==> config.mk <==
export PLATFORM = sky130hd
export DESIGN_NAME = mbx_link_ctrl
export DESIGN_NICKNAME = d
export VERILOG_FILES = /design/src/rtl/mlc_pkg.sv /design/src/rtl/mlc_negotiate.sv /design/src/rtl/mlc_cmd_rx.sv /design/src/rtl/mlc_odr_sched.sv /design/src/rtl/mbx_link_ctrl.sv
export SDC_FILE = /design/constraint.sdc
export NUM_CORES = 1
export LEC_CHECK = 0
export ABC_AREA = 0
export ABC_CLOCK_PERIOD_IN_PS = 13150
export BUFFER_PORTS_ARGS = -buffer_cell sky130_fd_sc_hd__buf_4
export CAP_MARGIN = 20
export CORE_ASPECT_RATIO = 0.6
export CORE_MARGIN = 3
export CORE_UTILIZATION = 40
export DETAILED_ROUTE_END_ITERATION = 16
export PLACE_DENSITY_LB_ADDON = 0.25
export SYNTH_ARGS = -nofsm -noshare
export SYNTH_HDL_FRONTEND = slang
export SYNTH_SLANG_ARGS = --single-unit
==> constraint.sdc <==
create_clock -name clk -period 13.15 [get_ports clk]
set_clock_uncertainty 0.05 [all_clocks]
set_input_delay 2.63 -clock clk [delete_from_list [all_inputs] [get_ports clk]]
set_output_delay 2.63 -clock clk [all_outputs]
set_load 0.005 [all_outputs]
==> src/rtl/mlc_pkg.sv <==
package mlc_pkg;

    localparam int VER_W  = 16;
    localparam int ADDR_W = 32;

    localparam logic [7:0] CMD_INIT   = 8'h00;
    localparam logic [7:0] CMD_TXBEG  = 8'h01;
    localparam logic [7:0] CMD_RXDONE = 8'h02;
    localparam logic [7:0] CMD_FILLER = 8'hFF;

    localparam int STAT_ACTIVE_BIT = 7;
    localparam int STAT_LINK_BIT   = 6;

    typedef enum logic [1:0] {
        LS_DOWN,
        LS_UP,
        LS_LINKED
    } link_state_e;

    typedef enum logic [1:0] {
        OD_NONE,
        OD_FILLER,
        OD_RXDONE,
        OD_TXBEG
    } odr_item_e;

    typedef struct packed {
        logic              ok;
        logic [VER_W-1:0]  ver;
        logic [ADDR_W-1:0] ib_size;
        logic [ADDR_W-1:0] ob_size;
    } neg_res_t;

    function automatic logic [7:0] item_code(odr_item_e it);
        case (it)
            OD_FILLER: return CMD_FILLER;
            OD_RXDONE: return CMD_RXDONE;
            OD_TXBEG:  return CMD_TXBEG;
            default:   return CMD_FILLER;
        endcase
    endfunction

    function automatic logic spans_meet(logic [ADDR_W:0] a_lo, logic [ADDR_W:0] a_hi,
                                        logic [ADDR_W:0] b_lo, logic [ADDR_W:0] b_hi);
        return (a_lo < b_hi) && (b_lo < a_hi);
    endfunction

endpackage

==> src/rtl/mlc_negotiate.sv <==
module mlc_negotiate
    import mlc_pkg::*;
#(
    parameter int BTU        = 64,
    parameter int CTRL_BYTES = 28,
    parameter int LEN_BYTES  = 4,
    parameter int CRC_BYTES  = 4,
    parameter int MTU_VER    = 2,
    parameter int TRL_VER    = 3
) (
    input  logic [VER_W-1:0]  loc_ver_min,
    input  logic [VER_W-1:0]  loc_ver_cur,
    input  logic [VER_W-1:0]  host_ver_min,
    input  logic [VER_W-1:0]  host_ver_cur,
    input  logic [ADDR_W-1:0] host_req_size,
    input  logic [ADDR_W-1:0] ib_off,
    input  logic [ADDR_W-1:0] ib_size,
    input  logic [ADDR_W-1:0] ob_off,
    input  logic [ADDR_W-1:0] ob_size,
    input  logic [ADDR_W-1:0] win_size,
    output neg_res_t          res
);

    localparam logic [ADDR_W-1:0] BASE_NEED = ADDR_W'(BTU + LEN_BYTES);
    localparam logic [ADDR_W-1:0] TRL_NEED  = ADDR_W'(CRC_BYTES);
    localparam logic [ADDR_W:0]   CTRL_END  = (ADDR_W+1)'(CTRL_BYTES);

    logic [VER_W-1:0]  ver_hi, ver_lo;
    logic              ver_ok, sizes_ok, fit_ok, apart_ok;
    logic [ADDR_W-1:0] use_ib, use_ob, need;
    logic [ADDR_W:0]   ib_lo, ib_hi, ob_lo, ob_hi, win_end;

    always_comb begin
        ver_hi = (loc_ver_cur < host_ver_cur) ? loc_ver_cur : host_ver_cur;
        ver_lo = (loc_ver_min > host_ver_min) ? loc_ver_min : host_ver_min;
        ver_ok = (ver_hi != '0) && (ver_hi >= ver_lo);

        if (ver_hi >= VER_W'(MTU_VER)) begin
            use_ib = host_req_size;
            use_ob = host_req_size;
        end else begin
            use_ib = ib_size;
            use_ob = ob_size;
        end

        need = BASE_NEED + ((ver_hi >= VER_W'(TRL_VER)) ? TRL_NEED : '0);

        ib_lo   = {1'b0, ib_off};
        ib_hi   = ib_lo + {1'b0, use_ib};
        ob_lo   = {1'b0, ob_off};
        ob_hi   = ob_lo + {1'b0, use_ob};
        win_end = {1'b0, win_size};

        sizes_ok = (use_ib >= need) && (use_ob >= need);
        fit_ok   = (ib_hi <= win_end) && (ob_hi <= win_end);
        apart_ok = !spans_meet(ib_lo, ib_hi, ob_lo, ob_hi)
                   && (ib_lo >= CTRL_END) && (ob_lo >= CTRL_END);

        res.ok      = ver_ok && sizes_ok && fit_ok && apart_ok;
        res.ver     = ver_ok ? ver_hi : '0;
        res.ib_size = use_ib;
        res.ob_size = use_ob;
    end

endmodule

==> src/rtl/mlc_cmd_rx.sv <==
module mlc_cmd_rx
    import mlc_pkg::*;
(
    input  logic       clk,
    input  logic       rst,
    input  logic       ibf,
    input  logic [7:0] idr_data,
    output logic       idr_rd,
    output logic       cmd_valid,
    output logic [7:0] cmd_code
);

    logic rd_hold;

    // rd_hold covers the cycle in which the mailbox clears its full flag
    assign idr_rd = ibf && !rd_hold;

    always_ff @(posedge clk) begin
        if (rst) begin
            rd_hold   <= 1'b0;
            cmd_valid <= 1'b0;
            cmd_code  <= CMD_FILLER;
        end else begin
            rd_hold   <= idr_rd;
            cmd_valid <= idr_rd;
            if (idr_rd) begin
                cmd_code <= idr_data;
            end
        end
    end

endmodule

==> src/rtl/mlc_odr_sched.sv <==
module mlc_odr_sched
    import mlc_pkg::*;
(
    input  logic       clk,
    input  logic       rst,
    input  logic       obf,
    input  logic       set_filler,
    input  logic       set_rxdone,
    input  logic       set_txbeg,
    input  logic       flush,
    output logic       odr_wr,
    output logic [7:0] odr_data,
    output logic       sent_rxdone,
    output logic       sent_txbeg,
    output logic       pend_rxdone,
    output logic       pend_txbeg
);

    logic      pend_filler;
    odr_item_e pick;
    logic      go;

    always_comb begin
        if (pend_filler)      pick = OD_FILLER;
        else if (pend_rxdone) pick = OD_RXDONE;
        else if (pend_txbeg)  pick = OD_TXBEG;
        else                  pick = OD_NONE;
        go = (pick != OD_NONE) && !obf && !odr_wr;
    end

    always_ff @(posedge clk) begin
        if (rst) begin
            pend_filler <= 1'b0;
            pend_rxdone <= 1'b0;
            pend_txbeg  <= 1'b0;
            odr_wr      <= 1'b0;
            odr_data    <= CMD_FILLER;
            sent_rxdone <= 1'b0;
            sent_txbeg  <= 1'b0;
        end else begin
            odr_wr      <= go;
            sent_rxdone <= go && (pick == OD_RXDONE);
            sent_txbeg  <= go && (pick == OD_TXBEG);
            if (go) begin
                odr_data <= item_code(pick);
            end
            pend_filler <= set_filler || (pend_filler && !(go && pick == OD_FILLER));
            pend_rxdone <= !flush && (set_rxdone || (pend_rxdone && !(go && pick == OD_RXDONE)));
            pend_txbeg  <= !flush && (set_txbeg  || (pend_txbeg  && !(go && pick == OD_TXBEG)));
        end
    end

endmodule

==> src/rtl/mbx_link_ctrl.sv <==
module mbx_link_ctrl
    import mlc_pkg::*;
#(
    parameter int BTU        = 64,
    parameter int CTRL_BYTES = 28,
    parameter int LEN_BYTES  = 4,
    parameter int CRC_BYTES  = 4
) (
    input  logic              clk,
    input  logic              rst,
    input  logic              cfg_ready,
    input  logic [15:0]       loc_ver_min,
    input  logic [15:0]       loc_ver_cur,
    input  logic [15:0]       host_ver_min,
    input  logic [15:0]       host_ver_cur,
    input  logic [31:0]       host_req_size,
    input  logic [31:0]       ib_off,
    input  logic [31:0]       ib_size,
    input  logic [31:0]       ob_off,
    input  logic [31:0]       ob_size,
    input  logic [31:0]       win_size,
    input  logic              mbx_ibf,
    input  logic [7:0]        mbx_idr_data,
    output logic              mbx_idr_rd,
    input  logic              mbx_obf,
    output logic              mbx_odr_wr,
    output logic [7:0]        mbx_odr_data,
    output logic              mbx_str_wr,
    output logic [7:0]        mbx_str_data,
    output logic              neg_valid,
    output logic              neg_ok,
    output logic [15:0]       neg_ver,
    output logic [31:0]       neg_ib_size,
    output logic [31:0]       neg_ob_size,
    input  logic              tx_req,
    output logic              tx_gnt,
    output logic              ob_free,
    output logic              rx_pkt,
    output logic              ib_held,
    input  logic              rx_release
);

    localparam logic [7:0] STAT_UP     = 8'(1 << STAT_ACTIVE_BIT);
    localparam logic [7:0] STAT_LINKED = STAT_UP | 8'(1 << STAT_LINK_BIT);

    link_state_e state, nxt_state;
    logic [7:0]  nxt_str;
    logic        str_we;
    logic        cmd_valid;
    logic [7:0]  cmd_code;
    neg_res_t    neg;
    logic        set_filler, set_rxdone, set_txbeg, flush;
    logic        sent_rxdone, sent_txbeg, pend_rxdone, pend_txbeg;
    logic        do_neg, take_in, accept_tx, rearm;
    logic        txbeg_out;

    mlc_cmd_rx u_cmd (
        .clk       (clk),
        .rst       (rst),
        .ibf       (mbx_ibf),
        .idr_data  (mbx_idr_data),
        .idr_rd    (mbx_idr_rd),
        .cmd_valid (cmd_valid),
        .cmd_code  (cmd_code)
    );

    mlc_negotiate #(
        .BTU        (BTU),
        .CTRL_BYTES (CTRL_BYTES),
        .LEN_BYTES  (LEN_BYTES),
        .CRC_BYTES  (CRC_BYTES)
    ) u_neg (
        .loc_ver_min   (loc_ver_min),
        .loc_ver_cur   (loc_ver_cur),
        .host_ver_min  (host_ver_min),
        .host_ver_cur  (host_ver_cur),
        .host_req_size (host_req_size),
        .ib_off        (ib_off),
        .ib_size       (ib_size),
        .ob_off        (ob_off),
        .ob_size       (ob_size),
        .win_size      (win_size),
        .res           (neg)
    );

    mlc_odr_sched u_sched (
        .clk         (clk),
        .rst         (rst),
        .obf         (mbx_obf),
        .set_filler  (set_filler),
        .set_rxdone  (set_rxdone),
        .set_txbeg   (set_txbeg),
        .flush       (flush),
        .odr_wr      (mbx_odr_wr),
        .odr_data    (mbx_odr_data),
        .sent_rxdone (sent_rxdone),
        .sent_txbeg  (sent_txbeg),
        .pend_rxdone (pend_rxdone),
        .pend_txbeg  (pend_txbeg)
    );

    always_comb begin
        nxt_state  = state;
        nxt_str    = mbx_str_data;
        str_we     = 1'b0;
        set_filler = 1'b0;
        set_rxdone = 1'b0;
        set_txbeg  = 1'b0;
        flush      = 1'b0;
        do_neg     = 1'b0;
        take_in    = 1'b0;
        accept_tx  = 1'b0;
        rearm      = 1'b0;
        case (state)
            LS_DOWN: begin
                if (cfg_ready) begin
                    nxt_state  = LS_UP;
                    nxt_str    = STAT_UP;
                    str_we     = 1'b1;
                    set_filler = 1'b1;
                end
            end
            default: begin
                if (cmd_valid && cmd_code == CMD_INIT) begin
                    do_neg = 1'b1;
                    flush  = 1'b1;
                    if (neg.ok) begin
                        nxt_state  = LS_LINKED;
                        nxt_str    = STAT_LINKED;
                        str_we     = 1'b1;
                        set_filler = 1'b1;
                    end else begin
                        nxt_state = LS_UP;
                        if (state == LS_LINKED) begin
                            nxt_str    = STAT_UP;
                            str_we     = 1'b1;
                            set_filler = 1'b1;
                        end
                    end
                end else if (state == LS_LINKED) begin
                    take_in = cmd_valid && (cmd_code == CMD_TXBEG) && !ib_held;
                    rearm   = cmd_valid && (cmd_code == CMD_RXDONE) && txbeg_out;
                    set_rxdone = rx_release && ib_held && !pend_rxdone;
                    accept_tx  = tx_req && ob_free;
                    set_txbeg  = accept_tx;
                end
            end
        endcase
    end

    always_ff @(posedge clk) begin
        if (rst) begin
            state        <= LS_DOWN;
            mbx_str_data <= '0;
            mbx_str_wr   <= 1'b0;
            neg_valid    <= 1'b0;
            neg_ok       <= 1'b0;
            neg_ver      <= '0;
            neg_ib_size  <= '0;
            neg_ob_size  <= '0;
            tx_gnt       <= 1'b0;
            rx_pkt       <= 1'b0;
            ib_held      <= 1'b0;
            ob_free      <= 1'b1;
            txbeg_out    <= 1'b0;
        end else begin
            state      <= nxt_state;
            mbx_str_wr <= str_we;
            if (str_we) begin
                mbx_str_data <= nxt_str;
            end
            neg_valid <= do_neg;
            if (do_neg) begin
                neg_ok      <= neg.ok;
                neg_ver     <= neg.ver;
                neg_ib_size <= neg.ib_size;
                neg_ob_size <= neg.ob_size;
            end
            tx_gnt <= accept_tx;
            rx_pkt <= take_in;
            if (flush) begin
                ib_held   <= 1'b0;
                ob_free   <= 1'b1;
                txbeg_out <= 1'b0;
            end else begin
                if (take_in) begin
                    ib_held <= 1'b1;
                end else if (sent_rxdone) begin
                    ib_held <= 1'b0;
                end
                if (accept_tx) begin
                    ob_free <= 1'b0;
                end else if (rearm) begin
                    ob_free <= 1'b1;
                end
                if (sent_txbeg) begin
                    txbeg_out <= 1'b1;
                end else if (rearm) begin
                    txbeg_out <= 1'b0;
                end
            end
        end
    end

endmodule

# Word level (Yosys, flattened, before mapping)
# Cells that the tools add are included.
totals:
  register_bits: 121
  inputBits: 271
  output_inout_bits: 105
  elab_cells: 142
op_classes:
  addsub: 3
  order_cmp: 13
  n_eq_ne: 7
  mux: 44
  reduce_logical: 53
op_table:
  columns: ["operator", "n"]
  rows:
  - ["$add 32x32->33", 2]
  - ["$le 33x32->1", 2]
  - ["$lt 32x33->1", 2]
  - ["$ge 32x32->1", 2]
  - ["$ge 32x5->1 const B", 2]
  - ["$mux 32", 2]
  - ["$mux 16", 3]
  - ["$mux 8", 5]
  - ["$add 7x32->32 const A", 1]
  - ["$ge 16x2->1 const B", 2]
  - ["$logic_and 1x1->1", 28]
  - ["$mux 1", 25]
  - ["$ge 16x16->1", 1]
  - ["$gt 16x16->1", 1]
  - ["$lt 16x16->1", 1]
  - ["$pmux 8 s2", 1]
  - ["$reduce_bool 16->1", 1]
  - ["$mux 2", 7]
  - ["$logic_not 1->1", 10]
  - ["$reduce_bool 2->1", 5]
  - ["$eq 8x1->1 const B", 1]
  - ["$eq 8x2->1 const B", 1]
  - ["$logic_not 8->1", 1]
  - ["$eq 2x2->1 const B", 3]
  - ["other kinds (9)", 11]

# Logic depth before layout (Yosys ltp)
# Gate-level depths: netlist of run 1.
logic_depth:
  depth_word: 15
  depth_mapped: 34
  depth_no_buf: 32

# Cells and area by module
# A second synthesis of run 1 with hierarchy kept.
hier_totals:
  hier_cells: 1593
  hier_area_um2: 12672.2
by_module_without_submodules:
  columns: ["module", "instances", "cells_per_inst", "area_each_um2", "seq_area_each_um2"]
  rows:
  - ["mlc_negotiate", 1, 1278, 8862.2, 0.0]
  - ["mbx_link_ctrl", 1, 240, 3070.4, 1841.8]
  - ["mlc_cmd_rx", 1, 38, 376.6, 180.2]
  - ["mlc_odr_sched", 1, 37, 362.8, 180.2]

# Worst setup path after synthesis of run 1
# Ideal clock, no wire load.
synth_path:
  kind: "input port to flip-flop"
  from: "input host_ver_cur[11]"
  to: "register state[0]"
  setup_time_ps: 93
  t_arrival_ps: 9803
  required_ps: 13007
  setup_slack_ps: 3204
  stages: 32
  n_path_buf: 2
  cell_sequence: "inv_1 -> ha_1 -> a21oi_1 -> o21ai_0 -> a211o_1 -> or3_4 -> nand2_1 -> clkbuf_1 -> buf_1 -> nand2_1 -> nand2_1 -> ha_1 -> a21o_1 -> a211o_1 -> a2111oi_0 -> a221oi_1 -> o21a_1 -> o21a_1 -> o31a_1 -> o21ai_1 -> mux2_2 -> a2111oi_0 -> ha_1 -> a21oi_1 -> nor2b_1 -> a2111oi_0 -> o21ai_0 -> a311o_1 -> o311ai_0 -> nor4b_4 -> and3_4 -> o311ai_2"
synth_lines:
  columns: ["item", "line", "source"]
  rows:
  - ["start, declared", "mbx_link_ctrl.sv:15", "input logic [15:0] host_ver_cur,"]
  - ["end signal, assigned", "mbx_link_ctrl.sv:167", "state <= nxt_state;"]
  - ["end, declared", "mbx_link_ctrl.sv:46", "link_state_e state, nxt_state;"]

==> results of run 1 <==
[final cells by class]
cell class,count,area (um^2)
clock buffers,9,225
clock inverters,7,101
fillers,3140,15200
inverters,147,552
multi-input cells,1472,10100
flip-flops and latches,110,2200
well taps,416,520
repair buffers,378,2840
[registers in the layout (all words and copies together) (netlist names), 2 cells and up]
signal and flops:
u_sched.odr_data 3, neg_ib_size 32, neg_ver 16, u_cmd.cmd_code 8
mbx_str_data 2, neg_ob_size 32, state 2
[cell usage after synthesis (all sizes together) (19+ instances only)]
cell / n
a21o: 47
a21oi: 122
buf: 19
clkbuf: 46
dfxtp: 110
ha: 240
inv: 146
nand2: 227
nand3: 31
nand4: 32
nor2: 211
nor2b: 26
nor3: 88
nor4: 42
o21ai: 64
xnor2: 41
[cell families after synthesis]
family / count (synthesis)
adder cells (fa/ha/maj): 242
AND/OR/NAND/NOR: 745
AO/OA/AOI/OAI: 398
other: 1
multiplexers: 22
buffers and inverters: 212
flip-flops: 110
XOR/XNOR: 59
[power groups by stage]
| stage | Clock, mW | Sequential [mW] | Combinational (mW) |
|---|---|---|---|
| 6_report | 0.300 | 0.339 | 0.662 |
| 5_1_grt | 0.318 | 0.340 | 0.730 |
| 4_1_cts | 0.305 | 0.339 | 0.649 |
| 3_5_place_dp | 0 | 0.347 | 0.643 |
| 3_3_place_gp | 0 | 0.347 | 0.637 |
| 2_1_floorplan | 0 | 0.346 | 0.409 |
[metrics by stage]
step | hold slack (ns) | instances
after floorplan | 0.363 | 1794
after global placement | 0.378 | 2523
after detailed placement | 0.395 | 2523
after CTS | 0.412 | 2539
after global routing | 0.438 | 2539
final | 0.411 | 2539
[cell usage in the layout, fill, tap and decap left out, types with 8 or more instances in the layout]
master and instances:
sky130_fd_sc_hd__and4_1 12, sky130_fd_sc_hd__nand4_1 32, sky130_fd_sc_hd__a21o_1 47, sky130_fd_sc_hd__o211ai_1 14, sky130_fd_sc_hd__clkbuf_16 9, sky130_fd_sc_hd__and3_1 10, sky130_fd_sc_hd__or2_2 10, sky130_fd_sc_hd__a211o_1 15
sky130_fd_sc_hd__a31oi_1 12, sky130_fd_sc_hd__xor2_1 18, sky130_fd_sc_hd__nor3_1 88, sky130_fd_sc_hd__nand2_1 225, sky130_fd_sc_hd__nor2b_1 26, sky130_fd_sc_hd__o21a_1 14, sky130_fd_sc_hd__a2111oi_0 10, sky130_fd_sc_hd__nand3_1 31
sky130_fd_sc_hd__o21ai_0 61, sky130_fd_sc_hd__a32o_1 13, sky130_fd_sc_hd__nand2b_1 17, sky130_fd_sc_hd__inv_1 146, sky130_fd_sc_hd__o31ai_1 8, sky130_fd_sc_hd__o21bai_1 12, sky130_fd_sc_hd__mux2_2 16, sky130_fd_sc_hd__dfxtp_1 110
sky130_fd_sc_hd__buf_4 378, sky130_fd_sc_hd__a211oi_1 11, sky130_fd_sc_hd__a21oi_1 122, sky130_fd_sc_hd__nor2_1 211, sky130_fd_sc_hd__xnor2_1 41, sky130_fd_sc_hd__and2_1 11, sky130_fd_sc_hd__nor4_1 42, sky130_fd_sc_hd__ha_1 240
[critical path, delay by kind of cell]
family                   cells  cell delay [ns]
AO/OA/AOI/OAI               16             5.60
AND/OR/NAND/NOR              8             1.42
adder cells (fa/ha/maj)      3             0.95
buffers and inverters        3             0.62
multiplexers                 1             0.38
[path summary, 6_finish.rpt]
check,end,slack [ns]
worst min register to register,neg_ok$_SDFFE_PP0P_,0.41
worst max-delay path,state[0]$_SDFFE_PP0P_,1.77
worst max register to register,neg_ver[11]$_SDFFE_PP0P_,10.10
worst min-delay path,neg_ok$_SDFFE_PP0P_,0.41
[metal layers]
layer,vias to the layer above,track usage
li1,7066,-
met1,6787,0.445
met2,654,0.459
met3,82,0.0785
met4,2,0.0930
met5,-,0
==> results by stage, run 1 <==
Run status:
- The flow ran to the end, and the final reports show no timing, DRC or antenna violations.

Setup path:
- The signal arrival time at the worst endpoint is 11.61 ns.
- The critical path startpoint category is an input pin.
- The worst reg2reg path startpoint is u_cmd.cmd_code[5]$_SDFFE_PP1P_.
- Counting cells, the worst reg-to-reg path comes to 8.
- The longest individual stage delay on the worst path is 0.79 ns.
- Along the worst path, the maximum fanout reaches 50.
- The critical path start-end classification is input pin to flip-flop.
- STA classifies the critical path endpoint as a flip-flop.
- The critical path starts at host_ver_cur[14].
- The library cell contributing the largest single delay on the critical path is sky130_fd_sc_hd__a2111oi_0.
- For the worst setup path, the data required time is 13.38 ns.

Floorplan:
- The floorplan step defined a die boundary enclosing 35000 um^2.
- The die is 146 um tall.
- The core outline area is 31700 um^2.
- The number of top-level pins is 376.
- The horizontal die dimension is 239 um.
- The initial utilization of the core area, before any placement, comes to 0.413.
- The floorplan has 50 rows.

Placed design:
- Port buffering added 369 buffers.
- The cell area reported after detailed placement is 16200 um^2.
- The pre-CTS setup slack is 1.72 ns.
- The global placer's final weighted congestion is 1.01.
- The placed wire-length estimate after detailed placement is 49.4 mm.

Yosys:
- The number of flip-flops and latches in the synthesized netlist is 110.
- For this run, the number of Yosys warnings is 0.
- The cell type contributing the most total cell area after synthesis is sky130_fd_sc_hd__ha_1.
- The number of instances in the synthesized netlist is 1789.
- Of the total synthesized cell area, the portion taken by XOR and XNOR cells is 0.0395.
- The most frequently used flop master after synthesis is sky130_fd_sc_hd__dfxtp_1.
- The share of synthesized flip-flops with an asynchronous set or reset is 0.
- The mapped netlist covers 13100 um^2.
- The complex-gate fraction of the synthesized area came to 0.207.
- Yosys attributes the largest share of cell area to sky130_fd_sc_hd__ha_1 (23%), sky130_fd_sc_hd__dfxtp_1 (17%), sky130_fd_sc_hd__nand2_1 (6.5%).
- The area share of fa/ha/maj cells after synthesis is 0.233.
- By area, the combinational part of the netlist is dominated by simple AND/OR/NAND/NOR gates.
- The share of the Yosys chip area taken by registers is 0.168.
- The share of synthesized area in the top cell type comes to 0.230.
- The share of synthesized cell area in and, or, nand and nor gates is 0.269.
- After synthesis, the share of cell area in mux cells is 0.0184.
- The count of flip-flops with a built-in enable after synthesis is 0.
- After synthesis, the netlist uses 80 different library cells.
- Averaged over all synthesized cells, the footprint is 7.31 um^2.

Power and ir drop:
- The net switching power of the design is 0.530 mW.
- The switching share of power is 0.407.
- After layout, the design draws a total of 1.30 mW.
- The part of the power in the clock network is 0.231.
- The maximum ir drop on the vdd rail is 0.0653 mV.
- Of the total power, combinational logic draws 0.509.
- The power share of the sequential group is 0.261.
- In this run the static leakage power is 8.16 nW.
- Internal power comes to 0.772 mW.
- Power spread over the standard cell area amounts to 78.8 nW/um^2.

STA:
- The top achievable clock speed is 87.9 MHz.
- The final period demand of the worst path is 11.38 ns.
- The final number of setup-violating endpoints is 0.
- Setup repair after global routing left no endpoint under its margin.
- The sum of negative setup slack is 0 ns.
- The worst setup slack after layout is 1.77 ns.
- The count of final hold-check violations is 0.
- For the pin with the worst max-slew slack, the measured transition is 1.16 ns.
- The normalized max-slew margin is 0.227.
- The part of the cycle the worst path needs is 0.865.
- The max-slew violation count is 0.

Routing:
- Once detail routing completed, the nets flagged for antenna violations numbered 0.
- Summing over every cut layer, the via total after detailed routing is 14591.
- Summed over all layers, the routed wires come to 56.7 mm.
- The met3 wire length is 5.05 mm.
- The number of remaining DRC errors is 0.
- The mean routed wirelength per cell is 22.3 um.
- The violation count after the first detailed-routing iteration is 1183.
- The routed design uses 23.5 mm of met2 wire.
- The met1 routed wirelength after detailed routing is 26.4 mm.
- The via density per instance is 5.75.
- The total iterations of the first detailed-routing run is 5.
- The highest metal layer carrying signal wires in the routed design is met5.

Clock tree:
- After clock tree synthesis, the clock-pin slew on the worst setup and hold paths is 0.08 ns.
- The maximum clock path buffer count is 2.
- The post-CTS setup-driven buffer insertion count is 0.
- The clock drives 110 sinks.
- Gates resized during post-CTS repair numbered 0.
- Buffers inserted to repair hold after CTS numbered 0.
- TritonCTS built the clock tree.
- The clock root buffer is sky130_fd_sc_hd__clkbuf_16.
- The total CTS buffers is 9.
- CTS built an H-tree with a depth of 3.
- The insertion delay to the later sink of the worst-skew pair is 0.37 ns.

Global route:
- The total overflow reported by the global router is 0.
- For this run, the total global-route usage over all layers was measured as 0.312.
- The number of global-route vias before repair is 13707.
- The first global-routing pass estimated 83.2 mm of wire.
- The initial antenna violation count is 2.
- The largest net degree at the start of global routing is 78.

Layout:
- The utilization of the core after routing is 0.521.
- From synthesis to final layout, the design area changed by 26.2%.
- The final layout contains 2631 nets.
- The number of antenna cells inserted is 0.
- In the final layout, the share of cells above drive strength 1 is 0.207.
- The final non-filler cell area is 16500 um^2.

Hold path:
- The path class of the lowest-slack min-delay path is flip-flop to flip-flop.
- The start point of the worst hold path is neg_ok$_SDFFE_PP0P_.
- The cell depth of the worst min-delay path is 2.

Job:
- The number of max-capacitance violations reported is 0.
Note: power is estimated with default switching activity, not from simulation.
==> run 2, diff against run 1 <==
ABC_CLOCK_PERIOD_IN_PS = 10650   (was 13150)
clock period = 10.65 ns   (was 13.15 ns; I/O delays follow)
==> run 2 against run 1 <==
  * Global-route usage down 0.43 points
  * Combinational power up 24%
  * Critical path depth up 1
  * Utilization up 0.34 points
  * Via count up 1.1%
  * Clock power up 19%
  * Cell area up 0.65%
  * Register-to-register slack worse by 2.5 ns
  * First-iteration DRC count up 10%
  * Sequential cell count unchanged
  * Total power up 23%
  * Sequential power up 24%
==> results by stage, run 2 (synthesized netlist as in run 1, its figures left out) <==
Setup path:
- The signal arrival time at the worst endpoint is 10.43 ns (was 11.61 ns).
- The library cell contributing the largest single delay on the critical path is sky130_fd_sc_hd__a2111oi_1 (was sky130_fd_sc_hd__a2111oi_0).
- Counting stages on the worst path, the most repeated cell is sky130_fd_sc_hd__o21ai_0.
- The required time of the critical path came to 10.87 ns (was 13.38 ns).
- The critical path start-end classification was input pin to flip-flop (unchanged).
- The highest net fanout along the worst path is 10 (was 50).
- The top cell family by delay on the critical path is compound AO/OA/AOI/OAI gates (unchanged).
- The element type at the critical path end is a flip-flop (unchanged).
- The critical path startpoint category is an input pin (unchanged).
- The number of buffer and inverter stages on the critical path is 3 (unchanged).
- The longest individual stage delay on the worst path is 0.60 ns (was 0.79 ns).

Job:
- The number of max-capacitance violations reported is 0 (unchanged).

Global route:
- The overall track demand over capacity in global routing is 0.307 (was 0.312).
- The total overflow reported by the global router is 0 (unchanged).
- The global-route wire length before repair is 82.3 mm (was 83.2 mm).
- The number of global-route vias before repair is 13402 (was 13707).
- The largest net degree at the start of global routing is 81 (was 78).
- The initial antenna violation count is 2 (unchanged).

Power and ir drop:
- The static leakage is 8.23 nW (was 8.16 nW).
- The maximum ir drop on the vdd rail was 0.0982 mV (was 0.0653 mV).
- The post-layout total power is 1.59 mW (was 1.30 mW).
- The power density over cell area came to 96.0 nW/um^2 (was 78.8 nW/um^2).

Floorplan:
- The number of top-level pins is 376 (unchanged).
- The horizontal die dimension was 239 um (unchanged).
- The row count came to 50 (unchanged).
- The die area is 35000 um^2 (unchanged).
- The starting density of the core is 0.413 (unchanged).
- The y dimension of the die is 146 um (unchanged).
- The core outline area is 31700 um^2 (unchanged).

STA:
- The part of the cycle the worst path needs is 0.958.
- The count of final hold-check violations is 0 (unchanged).
- The worst path in the final design needs a cycle of 10.21 ns, including I/O delays and setup.
- The worst setup slack after layout came to 0.443 ns (was 1.77 ns).
- The normalized max-slew margin came to 0.274 (was 0.227).
- The sum of negative setup slack was 0 ns (unchanged).
- The final number of setup-violating endpoints is 0 (unchanged).
- Unrepaired setup endpoints after global routing: false (unchanged).
- Based on the critical path, the design can be clocked at up to 98.0 MHz.
- The transition at the pin with the smallest max-transition slack is 1.09 ns (was 1.16 ns).
- The max-slew violation count came to 0 (unchanged).

Clock tree:
- The total CTS buffers is 9 (unchanged).
- The maximum clock path buffer count was 2 (unchanged).
- The register clock-pin slew on the reported worst setup and hold paths is 0.09 ns (was 0.08 ns).
- The post-cts resize count is 0 (unchanged).
- The clock root buffer was sky130_fd_sc_hd__clkbuf_16 (unchanged).
- The TritonCTS sink count is 110 (unchanged).
- The insertion delay to the later sink of the worst-skew pair is 0.37 ns (about the same).
- The post-CTS setup-driven buffer insertion count is 0 (unchanged).
- The maximum level of the CTS H-tree is 3 (unchanged).
- The CTS tree is yes (unchanged).
- The total of hold buffers inserted after clock tree synthesis was 0 (unchanged).

Placed design:
- The pre-CTS setup slack was 0.0650 ns (was 1.72 ns).
- The total of buffers placed on input and output ports was 369 (unchanged).
- The placed wire-length estimate after detailed placement is 48.8 mm (was 49.4 mm).
- The cell total after placement is 2536 (was 2523).
- The cell area reported after detailed placement was 16300 um^2 (was 16200 um^2).
- The global placer's final weighted congestion was 0.988 (was 1.01).

Routing:
- The detailed-route via count was 14745 (was 14591).
- The final wirelength is 56.4 mm (was 56.7 mm).
- The number of remaining DRC errors is 0 (unchanged).
- The via density per instance is 5.78 (was 5.75).
- The violation count after the first detailed-routing iteration was 1306 (was 1183).
- The remaining number of nets flagged by the antenna check after routing is 0 (unchanged).
- The total iterations of the first detailed-routing run is 6 (was 5).
- The mean routed wirelength per cell came to 22.1 um (was 22.3 um).

Layout:
- The non-filler instance count after layout came to 2553 (was 2539).
- Biggest registers after layout: neg_ib_size: 32 flops, neg_ob_size: 32 flops, neg_ver: 16 flops (unchanged).
- The growth of design area from synthesis to finish is 27.0% (was 26.2%).
- The final non-filler cell area is 16600 um^2 (was 16500 um^2).
- The number of fill cells in the layout is 3144 (was 3140).
- The proportion of layout cells with a drive suffix above 1 is 0.213 (was 0.207).
- The commonest non-fill, non-tap cell in the layout is sky130_fd_sc_hd__buf_4 (unchanged).
- The number of nets in the finished design was 2644 (was 2631).
- Most frequent cells in the layout: sky130_fd_sc_hd__buf_4 (391), sky130_fd_sc_hd__ha_1 (240), sky130_fd_sc_hd__nand2_1 (225) (was sky130_fd_sc_hd__buf_4 (378), sky130_fd_sc_hd__ha_1 (240), sky130_fd_sc_hd__nand2_1 (225)).

Run status:
- Result of the run: completed (unchanged).

Hold path:
- The path class of the lowest-slack min-delay path is flip-flop to flip-flop (unchanged).
run 2: changes by cell type in the layout (fill, tap and decap cells not counted), sizes merged:
cell	change
inv	+1
buf	+13
clkinv	+1
clkinvlp	-1
bufinv	-1
diode	+1
run 2: area by class of cell:
cell class | instances | area, um^2 | area share
clock inverters | 7 | 93.8 | 0.00565
diodes | 1 | 2.50 | 0.000151
clock buffers | 9 | 225 | 0.0136
inverters | 147 | 552 | 0.0332
flip-flops and latches | 110 | 2200 | 0.133
repair buffers | 391 | 2940 | 0.177
multi-input cells | 1472 | 10100 | 0.607
well taps | 416 | 520 | 0.0313
run 2: path summary, 6_finish.rpt:
path / endpoint / from / cells after the start / slack [ns]
setup / recovery: mbx_str_data[6]$_SDFFE_PP0P_ / loc_ver_cur[14] / 32 / 0.44
hold / removal: neg_ok$_SDFFE_PP0P_ / neg_ok$_SDFFE_PP0P_ / 2 / 0.41
setup reg to reg: neg_ver[12]$_SDFFE_PP0P_ / u_cmd.cmd_code[5]$_SDFFE_PP1P_ / 8 / 7.64
hold reg to reg: neg_ok$_SDFFE_PP0P_ / neg_ok$_SDFFE_PP0P_ / 2 / 0.41
run 2: worst reg2reg max path: stages (launching register included):
cell                      delay [ns]
sky130_fd_sc_hd__dfxtp_1        0.32
sky130_fd_sc_hd__nor4b_1        0.36
sky130_fd_sc_hd__nand2_1        0.12
sky130_fd_sc_hd__nor3_1         0.61
sky130_fd_sc_hd__o21a_2         0.25
sky130_fd_sc_hd__buf_4          0.60
sky130_fd_sc_hd__nor2_1         0.10
sky130_fd_sc_hd__buf_4          0.24
sky130_fd_sc_hd__a32o_1         0.24
run 2: per-layer routing:
metal,routed length [um],global-route usage,vias up,part of all wire
met5,0,0,-,0
met4,1570,0.0722,0,0.028
met1,26200,0.460,6868,0.47
li1,-,-,7106,-
met3,4920,0.0474,75,0.087
met2,23700,0.459,696,0.42
run 2: stage by stage:
step	hold WS, ns	util
floorplan	0.363	-
global placement	0.393	0.513
detailed placement	0.387	0.513
CTS	0.408	0.523
global route	0.430	0.524
finish	0.409	0.524
run 2: report_power, final:
group          switching [mW]  leakage [nW]  internal, mW
Sequential            0.00354         0.889         0.415
Clock                   0.187         0.154         0.171
Combinational           0.468          7.19         0.351
==> run 3, diff against run 2 <==
ABC_AREA = 1   (was 0)
ABC_CLOCK_PERIOD_IN_PS = unset   (was 10650)
==> run 3 against run 2 <==
  * Maximum frequency increased by 1.6%
  * Total power rose by 0.32%
  * Synthesized area down 2.0%
  * Synthesized cell count is 6.7% higher
  * Utilization shrank 0.62 points
  * Cell area fell by 2.2%
  * Critical endpoint is now u_sched.pend_filler$_SDFF_PP0_
==> results by stage, run 3 <==
Run status:
- Result of the run: completed (unchanged).

Power and ir drop:
- The static leakage is 8.90 nW (was 8.23 nW).
- The maximum ir drop on the vdd rail is 0.0844 mV (was 0.0982 mV).
- The post-layout total power is 1.60 mW (was 1.59 mW).
- The power density over cell area came to 98.4 nW/um^2 (was 96.0 nW/um^2).

Routing:
- The violation count after the first detailed-routing iteration is 1189 (was 1306).
- The number of remaining DRC errors is 0 (unchanged).
- The via density per instance was 5.37 (was 5.78).
- The total iterations of the first detailed-routing run is 6 (unchanged).
- The met1 routed wirelength after detailed routing is 25.7 mm (was 26.2 mm).
- The length of routed met2 wiring is 22.1 mm (was 23.7 mm).
- The met3 wire length is 4.60 mm (was 4.92 mm).
- The final wirelength is 53.4 mm (was 56.4 mm).
- The mean routed wirelength per cell was 19.9 um (was 22.1 um).
- The detailed-route via count is 14366 (was 14745).
- The remaining number of nets flagged by the antenna check after routing is 0 (unchanged).
- The top layer used by detailed routing is met4 (unchanged).

Setup path:
- The launching instance or port of the critical path is loc_ver_cur[15] (was loc_ver_cur[14]).
- The required time of the critical path came to 10.90 ns (was 10.87 ns).
- The critical path startpoint category is an input pin (unchanged).
- The longest individual stage delay on the worst path is 0.54 ns (was 0.60 ns).
- The library cell contributing the largest single delay on the critical path is sky130_fd_sc_hd__nor3_1 (was sky130_fd_sc_hd__a2111oi_1).
- The signal arrival time at the worst endpoint is 10.29 ns (was 10.43 ns).
- The critical path start-end classification is input pin to flip-flop (unchanged).
- The highest net fanout along the worst path came to 29 (was 10).
- The most frequent cell on the critical path is sky130_fd_sc_hd__nand2_1 (was sky130_fd_sc_hd__o21ai_0).
- The worst reg2reg path startpoint is u_cmd.cmd_code[4]$_SDFFE_PP1P_ (was u_cmd.cmd_code[5]$_SDFFE_PP1P_).
- The element type at the critical path end is a flip-flop (unchanged).

Yosys:
- The number of different library cells in the post-synthesis netlist is 53 (was 80).
- Top cells by instance count after synthesis: sky130_fd_sc_hd__nand2_1 (424), sky130_fd_sc_hd__inv_1 (309), sky130_fd_sc_hd__ha_1 (240) (was sky130_fd_sc_hd__ha_1 (240), sky130_fd_sc_hd__nand2_1 (226), sky130_fd_sc_hd__nor2_1 (211)).
- The most repeated cell in the gate-level netlist after synthesis was sky130_fd_sc_hd__nand2_1 (was sky130_fd_sc_hd__ha_1).
- The total of warnings raised by yosys is 0 (unchanged).
- The proportion of synthesized chip area in sequential cells is 0.172 (was 0.168).
- The fraction of synthesized cell area taken by the top area cell type came to 0.234 (was 0.230).
- The share of synthesized flip-flops with an asynchronous set or reset is 0 (unchanged).
- The most frequently used flop master after synthesis is sky130_fd_sc_hd__dfxtp_1 (unchanged).
- Area contributors post-synth: sky130_fd_sc_hd__ha_1 (23%), sky130_fd_sc_hd__dfxtp_1 (17%), sky130_fd_sc_hd__nand2_1 (12%) (was sky130_fd_sc_hd__ha_1 (23%), sky130_fd_sc_hd__dfxtp_1 (17%), sky130_fd_sc_hd__nand2_1 (6.5%)).
- The synthesized area per cell is 6.72 um^2 (was 7.31 um^2).
- The number of instances in the synthesized netlist was 1908 (was 1789).
- The count of flip-flops with a built-in enable after synthesis is 0 (unchanged).
- The cell type contributing the most total cell area after synthesis is sky130_fd_sc_hd__ha_1 (unchanged).
- The mapped cell area is 12800 um^2 (was 13100 um^2).
- The number of flip-flops and latches in the synthesized netlist is 110 (unchanged).

Floorplan:
- The horizontal die dimension is 237 um (was 239 um).
- The number of top-level pins is 376 (unchanged).
- The core outline area came to 31400 um^2 (was 31700 um^2).
- The y dimension of the die is 145 um (was 146 um).
- The die area is 34300 um^2 (was 35000 um^2).
- The row count was 50 (unchanged).
- The starting density of the core is 0.408 (was 0.413).

Global route:
- The total overflow reported by the global router is 0 (unchanged).
- The initial antenna violation count came to 0 (was 2).
- The number of global-route vias before repair is 13414 (was 13402).
- The global-route wire length before repair is 77.7 mm (was 82.3 mm).
- The largest net degree at the start of global routing is 61 (was 81).
- The overall track demand over capacity in global routing is 0.296 (was 0.307).

STA:
- The count of final hold-check violations is 0 (unchanged).
- The transition at the pin with the smallest max-transition slack is 0.996 ns (was 1.09 ns).
- The sum of negative setup slack came to 0 ns (unchanged).
- Unrepaired setup endpoints after global routing: false (unchanged).
- The top achievable clock speed is 99.6 MHz (was 98.0 MHz).
- The final number of setup-violating endpoints is 0 (unchanged).
- The max-slew violation count is 0 (unchanged).
- The final period demand of the worst path is 10.04 ns (was 10.21 ns).
- The part of the cycle the worst path needs is 0.943 (was 0.958).
- The normalized max-slew margin came to 0.336 (was 0.274).

Layout:
- The number of nets in the finished design is 2767 (was 2644).
- The final non-filler cell area is 16300 um^2 (was 16600 um^2).
- The utilization of the core after routing is 0.518 (was 0.524).
- Most frequent cells in the layout: sky130_fd_sc_hd__nand2_1 (424), sky130_fd_sc_hd__buf_4 (377), sky130_fd_sc_hd__inv_1 (308) (was sky130_fd_sc_hd__buf_4 (391), sky130_fd_sc_hd__ha_1 (240), sky130_fd_sc_hd__nand2_1 (225)).
- Biggest registers after layout: neg_ib_size: 32 flops, neg_ob_size: 32 flops, neg_ver: 16 flops (unchanged).
- The commonest non-fill, non-tap cell in the layout is sky130_fd_sc_hd__nand2_1 (was sky130_fd_sc_hd__buf_4).
- The proportion of layout cells with a drive suffix above 1 came to 0.194 (was 0.213).
- The growth of design area from synthesis to finish is 26.8% (was 27.0%).

Clock tree:
- The insertion delay to the later sink of the worst-skew pair is 0.37 ns (about the same).
- The post-CTS setup-driven buffer insertion count was 0 (unchanged).
- The clock root buffer is sky130_fd_sc_hd__clkbuf_16 (unchanged).
- The post-cts resize count came to 0 (unchanged).
- The maximum level of the CTS H-tree is 3 (unchanged).
- The maximum clock path buffer count is 2 (unchanged).
- The TritonCTS sink count is 110 (unchanged).
- The register clock-pin slew on the reported worst setup and hold paths came to 0.08 ns (was 0.09 ns).
- The CTS tree is yes (unchanged).
- The total CTS buffers is 9 (unchanged).
- The total of hold buffers inserted after clock tree synthesis came to 0 (unchanged).

Job:
- The number of max-capacitance violations reported is 0 (unchanged).

Placed design:
- The cell area reported after detailed placement came to 15900 um^2 (was 16300 um^2).
- The total of buffers placed on input and output ports was 369 (unchanged).
- The placed wire-length estimate after detailed placement came to 46.3 mm (was 48.8 mm).
- The global placer's final weighted congestion is 1.00 (was 0.988).

Hold path:
- The path class of the lowest-slack min-delay path is flip-flop to flip-flop (unchanged).
- The start point of the worst hold path is u_sched.sent_txbeg$_SDFF_PP0_ (was neg_ok$_SDFFE_PP0P_).
run 3: cell types whose count changed in the layout (fill, tap and decap cells not counted), moves of 29 or more:
| cell | previous run | this run |
|---|---|---|
| sky130_fd_sc_hd__a21o_1 | 47 | 10 |
| sky130_fd_sc_hd__a21oi_1 | 122 | 152 |
| sky130_fd_sc_hd__inv_1 | 146 | 308 |
| sky130_fd_sc_hd__nand2_1 | 225 | 424 |
| sky130_fd_sc_hd__nand3_1 | 31 | 77 |
| sky130_fd_sc_hd__nand3b_1 | 4 | 33 |
| sky130_fd_sc_hd__nor2_1 | 211 | 100 |
| sky130_fd_sc_hd__nor3_1 | 88 | 24 |
| sky130_fd_sc_hd__o21ai_0 | 60 | 117 |
run 3: routing by layer:
metal | up-vias | GRT usage
met5 | - | 0
met4 | 0 | 0.0591
met3 | 55 | 0.0638
met2 | 607 | 0.447
met1 | 6619 | 0.435
li1 | 7085 | -
run 3: metrics by stage:
stage | worst slack, ns | std cells | hold slack (ns)
after floorplan | 2.46 | 1913 | 0.363
after global placement | 0.597 | 2658 | 0.367
after detailed placement | 0.290 | 2659 | 0.383
after CTS | 0.661 | 2675 | 0.403
after global routing | 0.00930 | 2675 | 0.432
final | 0.609 | 2677 | 0.401
run 3: cell type report:
cell class              instances  area (um^2)
clock inverters                 6         76.3
inverters                     316         1190
flip-flops and latches        110         2200
fillers                      3198        15100
repair buffers                379         2860
clock buffers                  10          229
diodes                          2         5.00
multi-input cells            1438         9180
well taps                     416          520
run 3: final timing paths:
kind         cells after the start                        endpoint  slack [ns]
min reg2reg                      2          txbeg_out$_SDFFE_PP0P_        0.40
min                              2          txbeg_out$_SDFFE_PP0P_        0.40
max                             48  u_sched.pend_filler$_SDFF_PP0_        0.61
max reg2reg                      9        neg_ver[10]$_SDFFE_PP0P_        8.08
run 3: worst max-delay path: cells and delay by family:
family          cells  cell delay (ns)
fa+ha+maj           3             0.92
simple gates       27             3.81
buf+inv             4             0.41
compound gates     14             2.99
run 3: cells by family (layout without fill, tap and decap cells):
logic type	count (synthesis)	after routing	synth area share
fa+ha+maj	242	242	0.237
simple gates	732	732	0.251
other cells	1	8	0.000292
xor+xnor	60	60	0.0410
compound gates	398	398	0.185
buf+inv	365	711	0.114
flops	110	110	0.172
run 3: power by group:
group / switching [mW] / internal, mW
Combinational: 0.500 / 0.320
Sequential: 0.00367 / 0.416
Clock: 0.173 / 0.188
Total: 0.677 / 0.923
